**src/rtl/turn_signal_pkg.sv**
```systemverilog
package turn_signal_pkg;
  localparam int LAMPS = 3;
  localparam int STEPS = LAMPS;
  localparam int CNT_W = $clog2(STEPS + 1);

  typedef enum logic [1:0] {SIDE_NONE = 2'd0, SIDE_LEFT = 2'd1, SIDE_RIGHT = 2'd2} side_e;

  typedef struct packed {
    logic  load;
    side_e side;
  } ctrl_strobe_t;
endpackage

```
**src/rtl/turn_signal_ctrl_fsm.sv**
```systemverilog
module turn_signal_ctrl_fsm
  import turn_signal_pkg::*;
#(
  parameter int STEP_COUNT = STEPS
) (
  input  logic         clk,
  input  logic         rst,
  input  logic         reqLeft,
  input  logic         reqRight,
  output ctrl_strobe_t strobe,
  output logic [$clog2(STEP_COUNT+1)-1:0] stepIdx
);
  localparam int W = $clog2(STEP_COUNT + 1);

  side_e         sideQ, sideD;
  logic [W-1:0]  stepQ, stepD;

  always_comb begin
    sideD         = sideQ;
    stepD         = stepQ;
    strobe.load   = 1'b0;
    strobe.side   = SIDE_NONE;
    if (sideQ == SIDE_NONE) begin
      if (reqLeft) begin
        sideD = SIDE_LEFT;
        stepD = W'(1);
      end else if (reqRight) begin
        sideD = SIDE_RIGHT;
        stepD = W'(1);
      end
    end else if (stepQ == W'(STEP_COUNT)) begin
      sideD = SIDE_NONE;
      stepD = '0;
    end else begin
      stepD = stepQ + W'(1);
    end
    strobe.load = 1'b1;
    strobe.side = sideD;
  end

  always_ff @(posedge clk) begin
    if (rst) begin
      sideQ <= SIDE_NONE;
      stepQ <= '0;
    end else begin
      sideQ <= sideD;
      stepQ <= stepD;
    end
  end

  assign stepIdx = stepD;
endmodule

```
**src/rtl/turn_signal_lamp_dp.sv**
```systemverilog
module turn_signal_lamp_dp
  import turn_signal_pkg::*;
#(
  parameter int LAMP_COUNT = LAMPS
) (
  input  logic                           clk,
  input  logic                           rst,
  input  ctrl_strobe_t                   strobe,
  input  logic [$clog2(LAMP_COUNT+1)-1:0] stepIdx,
  output logic [LAMP_COUNT-1:0]          lampLeft,
  output logic [LAMP_COUNT-1:0]          lampRight
);
  logic [LAMP_COUNT-1:0] thermo;

  genvar g;
  generate
    for (g = 0; g < LAMP_COUNT; g++) begin : g_thermo
      assign thermo[g] = (stepIdx > g);
    end
  endgenerate

  always_ff @(posedge clk) begin
    if (rst) begin
      lampLeft  <= '0;
      lampRight <= '0;
    end else if (strobe.load) begin
      lampLeft  <= (strobe.side == SIDE_LEFT)  ? thermo : '0;
      lampRight <= (strobe.side == SIDE_RIGHT) ? thermo : '0;
    end
  end
endmodule

```
**src/rtl/turn_signal_ctrl.sv**
```systemverilog
module turn_signal_ctrl
  import turn_signal_pkg::*;
(
  input  logic             clk,
  input  logic             rst,
  input  logic             reqLeft,
  input  logic             reqRight,
  output logic [LAMPS-1:0] lampLeft,
  output logic [LAMPS-1:0] lampRight
);
  ctrl_strobe_t       strobe;
  logic [CNT_W-1:0]   stepIdx;

  turn_signal_ctrl_fsm #(.STEP_COUNT(STEPS)) fsm_i (
    .clk(clk), .rst(rst), .reqLeft(reqLeft), .reqRight(reqRight),
    .strobe(strobe), .stepIdx(stepIdx)
  );

  turn_signal_lamp_dp #(.LAMP_COUNT(LAMPS)) dp_i (
    .clk(clk), .rst(rst), .strobe(strobe), .stepIdx(stepIdx),
    .lampLeft(lampLeft), .lampRight(lampRight)
  );
endmodule

```
**config.mk**
```make
export PLATFORM = sky130hd
export DESIGN_NAME = turn_signal_ctrl
export DESIGN_NICKNAME = d
export VERILOG_FILES = /design/src/rtl/turn_signal_pkg.sv /design/src/rtl/turn_signal_ctrl_fsm.sv /design/src/rtl/turn_signal_lamp_dp.sv /design/src/rtl/turn_signal_ctrl.sv
export SDC_FILE = /design/constraint.sdc
export NUM_CORES = 1
export LEC_CHECK = 0
export ABC_CLOCK_PERIOD_IN_PS = 3300
export BUFFER_PORTS_ARGS = -buffer_cell sky130_fd_sc_hd__buf_2
export CORE_AREA = 5 5 42 44
export CTS_CLUSTER_DIAMETER = 30
export DETAILED_ROUTE_END_ITERATION = 8
export DIE_AREA = 0 0 47 49
export PLACE_DENSITY = 0.65
export SYNTH_ARGS = -nofsm -noshare
export SYNTH_HDL_FRONTEND = slang
export SYNTH_HIERARCHICAL = 1
export SYNTH_SLANG_ARGS = --single-unit
```
**constraint.sdc**
```tcl
create_clock -name clk -period 3.3 [get_ports clk]
set_input_delay 0.33 -clock clk [delete_from_list [all_inputs] [get_ports clk]]
set_output_delay 0.33 -clock clk [all_outputs]
set_load 0.02 [all_outputs]
```
# ---- After elaboration in Yosys (flattened, before gate mapping)
# Cells that the tools add are included.
dict set report totals {
  ff_bits 10
  in_bits 4
  out_inout_bits 6
}
dict set report op_classes {
  n_bitwise 2
  add_sub_neg 1
  magnitude_cmp 3
  n_eq_ne 3
  n_reduce_logical 3
  muxes 8
}
# op count
set op_table {}
lappend op_table {{2-to-1 mux 2 bit} 8}
lappend op_table {{equality test 2 bit (second input constant)} 2}
lappend op_table {{> comparator 2 x 1 -> 1 bit (second input constant)} 2}
lappend op_table {{OR reduction 2 bit} 2}
lappend op_table {{adder 2 x 1 -> 2 bit (second input constant)} 1}
lappend op_table {{equality test 2 x 1 -> 1 bit (second input constant)} 1}
lappend op_table {{> comparator 2 bit (second input constant)} 1}
lappend op_table {{logical NOT 2 bit} 1}
lappend op_table {{NOT 1 bit} 2}

# ---- Depth between registers and ports, before layout
dict set report depth {
  depth_word 6
  mapped_depth 5
  depth_no_buf 5
}

# ---- Modules after synthesis
# The synthesis kept the hierarchy.
# module cells_each n_inst seq_area_each_um2 area_each_um2
set by_module_without_submodules {}
lappend by_module_without_submodules {turn_signal_lamp_dp 26 1 120.1 259.0}
lappend by_module_without_submodules {turn_signal_ctrl_fsm 26 1 80.1 229.0}

# ---- Least setup slack after synthesis
# No wires, ideal clock.
dict set report synth_timing {
  path_kind {reg2reg}
  startpoint {register fsm_i.sideQ[1]}
  endpoint {register dp_i.lampLeft[0]}
  required_ps 3208
  arrival_ps 1249
  setup_time_ps 92
  setup_slack_ps 1959
  stages_incl_launch_ff 5
  period_less_slack_ps 1341
  path_buffers 0
  cell_sequence {dfxtp_1 -> nor4_1 -> o2bb2ai_1 -> nor2_1 -> o32ai_1}
}
dict set report synth_via {
  elab_cells_between_ends 10
}
# element line_no
set synth_rtl {}
lappend synth_rtl {{start, declared} turn_signal_ctrl_fsm.sv:15} ;# side_e sideQ, sideD;
lappend synth_rtl {{start signal, assigned} turn_signal_ctrl_fsm.sv:46} ;# sideQ <= sideD;
lappend synth_rtl {{logical NOT 2 bit} turn_signal_ctrl_fsm.sv:23} ;# if (sideQ == SIDE_NONE) begin
lappend synth_rtl {{2-to-1 mux 2 bit} turn_signal_ctrl_fsm.sv:23}
lappend synth_rtl {{via stepIdx[1]} turn_signal_ctrl.sv:12} ;# logic [CNT_W-1:0] stepIdx;
lappend synth_rtl {{> comparator 2 x 1 -> 1 bit} turn_signal_lamp_dp.sv:18} ;# assign thermo[g] = (stepIdx > g);
lappend synth_rtl {{end signal, assigned} turn_signal_lamp_dp.sv:27} ;# lampLeft <= (strobe.side == SIDE_LEFT) ? thermo : '0;
lappend synth_rtl {{end, declared} turn_signal_lamp_dp.sv:10} ;# output logic [LAMP_COUNT-1:0] lampLeft,
# The timed path passes the listed nets, and every way through them passes these cells.
# A chain may end at the register's enable or synchronous reset.

# ---- Final worst setup path
# Same ends and word-level chain as after synthesis.

==> results.py <==
metrics = {
    "die": {
        "fp-row-count": 14,
        "start_util": 0.3482,
        "ios": 10,
        "chipHeight_um": 49,
        "dieWidth_um": 47,
        "dieArea_um2": 2303,
        "core_um2": 1401,
    },
    "sta": {
        "fin_crit_sh": 0.4727,
        "final_hold_viol_count": 0,
        "finalWorstPathRequiredPeriod_ps": 1560,
        "whs_ps": 368.2,
        "setup_slack_ps": 1740,
        "finalSetupViolations": 0,
        "fmax_ghz": 0.6411,
        "rsz0062_at_grt": "false",
        "tns_ps": 0,
        "finClkSkew_ps": 4.982,
        "finalMaxSlewViolations": 0,
    },
    "synthesis": {
        "yosys_register_bits": 10,
        "syn-cell-area_um2": 488.0,
        "synthDistinctLibCells": 20,
        "syn_nets": 57,
        "ys_seq_area_frac": 0.4103,
        "netlist_instances": 52,
        "yosys_warnings": 6,
        "syn_avg_cell_area_um2": 9.384,
    },
    "clock_tree": {
        "worstSkewPairLatency_ps": 270,
        "cts_setup_buffers": 0,
        "cts_buffers": 3,
        "cts_buffer_depth": 2,
        "root_buffer": "clkbuf_4",
        "path_clk_slew_ps": 70,
        "numClockSinks": 10,
        "htree_num_levels": 1,
        "cts_resized": 0,
        "cts.hold.buffers_added": 0,
        "cts_tree": "built",
    },
    "layout": {
        "final_nets": 69,
        "drive_gt1_frac": 0.2540,
        "multi_input_area_um2": 257.7,
        "diodes": 0,
        "seqCellArea_um2": 200.2,
        "areaGrowthSynthToFinish_pct": 17.69,
        "nFillCells": 153,
    },
    "global_route": {
        "grt.total_usage": 0.09406,
        "grt_max_degree": 14,
        "gr-total-overflow": 0,
        "antenna_found_initial": 0,
        "grt_first_pass_wirelength_um": 1462,
        "first_global_vias": 340,
    },
    "placement": {
        "place.gp.congestion": 0.7650,
        "pre_cts_ws_ps": 1744,
        "portBuffers": 9,
    },
    "pwr": {
        "p_leak_nw": 0.2366,
        "powerDensity_nw_per_um2": 513.5,
        "ir_worst_vdd_uv": 290.9,
    },
    "hold_path": {
        "holdPathStages": 3,
        "min_from": "reqRight",
        "min_path_type": "in -> reg",
    },
    "run": {
        "maxCapViolations": 0,
    },
    "setup_path": {
        "worstPathRequired_ps": 3470,
        "crit_type": "reg -> reg",
        "critPathLaunchType": "flip-flop",
        "timing.rr.start": "fsm_i/sideQ[1]",
        "worstPathArrival_ps": 1730,
        "cp_max_fo": 6,
        "endpoint_kind": "flip-flop",
        "worst-r2r-cell-count": 4,
        "crit_start": "fsm_i/sideQ[1]",
    },
    "route": {
        "num_vias": 406,
        "wl_met3_um": 90,
        "highest_layer": "met4",
        "ant_nets": 0,
        "first_pass_iters": 4,
        "post_drt_wl_per_cell_um": 11.47,
        "drt_wl_total_um": 906,
        "drc": 0,
        "met1_length_um": 438,
        "drt_iter0_drc": 7,
        "dr_wl_met2_um": 358,
        "routed_via_density": 5.139,
    },
    "run_status": {
        "status": "finished, final reports clean",
    },
}
## placed cells by master, fill, tap and decap left out, drive strengths merged
cell / n
conb: 1
nor2: 2
o32ai: 4
o22a: 1
nor4: 1
a21oi: 5
nand4b: 2
mux2i: 1
inv: 4
buf: 9
nand2b: 8
nand4bb: 1
clkbuf: 4
dfxtp: 10
nand2: 3
or2b: 1
o2bb2ai: 1
ha: 1
or3b: 1
or4b: 2
a211oi: 1
## synth_stat cells
cell type / number / area, µm²
nor2_1: 2 / 7.510
a211oi_1: 1 / 7.510
o32ai_1: 4 / 35.03
dfxtp_1: 10 / 200.2
o22a_2: 1 / 10.01
nand4b_1: 2 / 17.52
ha_1: 1 / 12.51
buf_4: 2 / 15.01
conb_1: 1 / 3.750
or2b_1: 1 / 7.510
nand2b_1: 8 / 50.05
o2bb2ai_1: 1 / 8.760
or4b_1: 2 / 20.02
or3b_2: 1 / 8.760
nand2_1: 3 / 11.26
nor4_1: 1 / 6.260
a21oi_1: 5 / 25.02
inv_1: 4 / 15.01
mux2i_1: 1 / 10.01
nand4bb_2: 1 / 16.27
## power by group
| group | internal, W | total (W) | switching [W] |
|---|---|---|---|
| sequential | 0.000128 | 0.000134 | 0.00000636 |
| combinational | 0.0000211 | 0.0000496 | 0.0000285 |
| clock | 0.0000670 | 0.000111 | 0.0000438 |
## worst max-delay path, stage by stage (launching register included)
cell and delay [ps]:
dfxtp_1 360, nor4_1 470, o2bb2ai_1 240, nor2_1 110
o32ai_1 290
## registers in the layout, summed over array words and instances (netlist names)
signal	flops
fsm_i/sideQ	2
fsm_i/stepQ	2
dp_i/lampRight	3
dp_i/lampLeft	3
## metrics by stage
stage,cell area [µm²],utilization,total power [W],instances
after global routing,574.3,0.4098,0.0003192,79
after CTS,574.3,0.4098,0.0002969,79
final,574.3,0.4098,0.0002949,79
after detailed placement,538.0,0.3839,0.0001857,75
after global placement,538.0,0.3839,0.0001852,75
after floorplan,488.0,-,0.0001742,52
## layout make-up
cell class,instances,share of cell area
clock buffer,4,0.06318
inverter,4,0.02614
multi-input combinational,36,0.4488
sequential,10,0.3486
tap,16,0.03486
timing repair buffer,9,0.07843
## metal layers
layer,up-vias,GRT usage
li1,212,-
met1,170,0.1225
met2,20,0.1041
met3,4,0.05535
met4,0,0.07834
met5,-,0
## worst paths after layout
path | to | slack (ps)
setup / recovery | dp_i/lampLeft[0] | 1740
hold / removal | fsm_i/stepQ[1] | 370
setup reg to reg | dp_i/lampLeft[0] | 1740
hold reg to reg | fsm_i/stepQ[0] | 510
## kinds of logic (layout without fill, tap and decap cells)
family | Yosys count | count (layout) | synth area share
DFF | 10 | 10 | 0.4103
adders and majority gates | 1 | 1 | 0.02564
AOI/OAI and AO/OA | 12 | 12 | 0.1769
buffers and inverters | 6 | 17 | 0.06152
muxes | 1 | 1 | 0.02051
other | 1 | 1 | 0.007685
and+or+nand+nor | 21 | 21 | 0.2975
No activity file was read; power rests on OpenSTA's default activity.
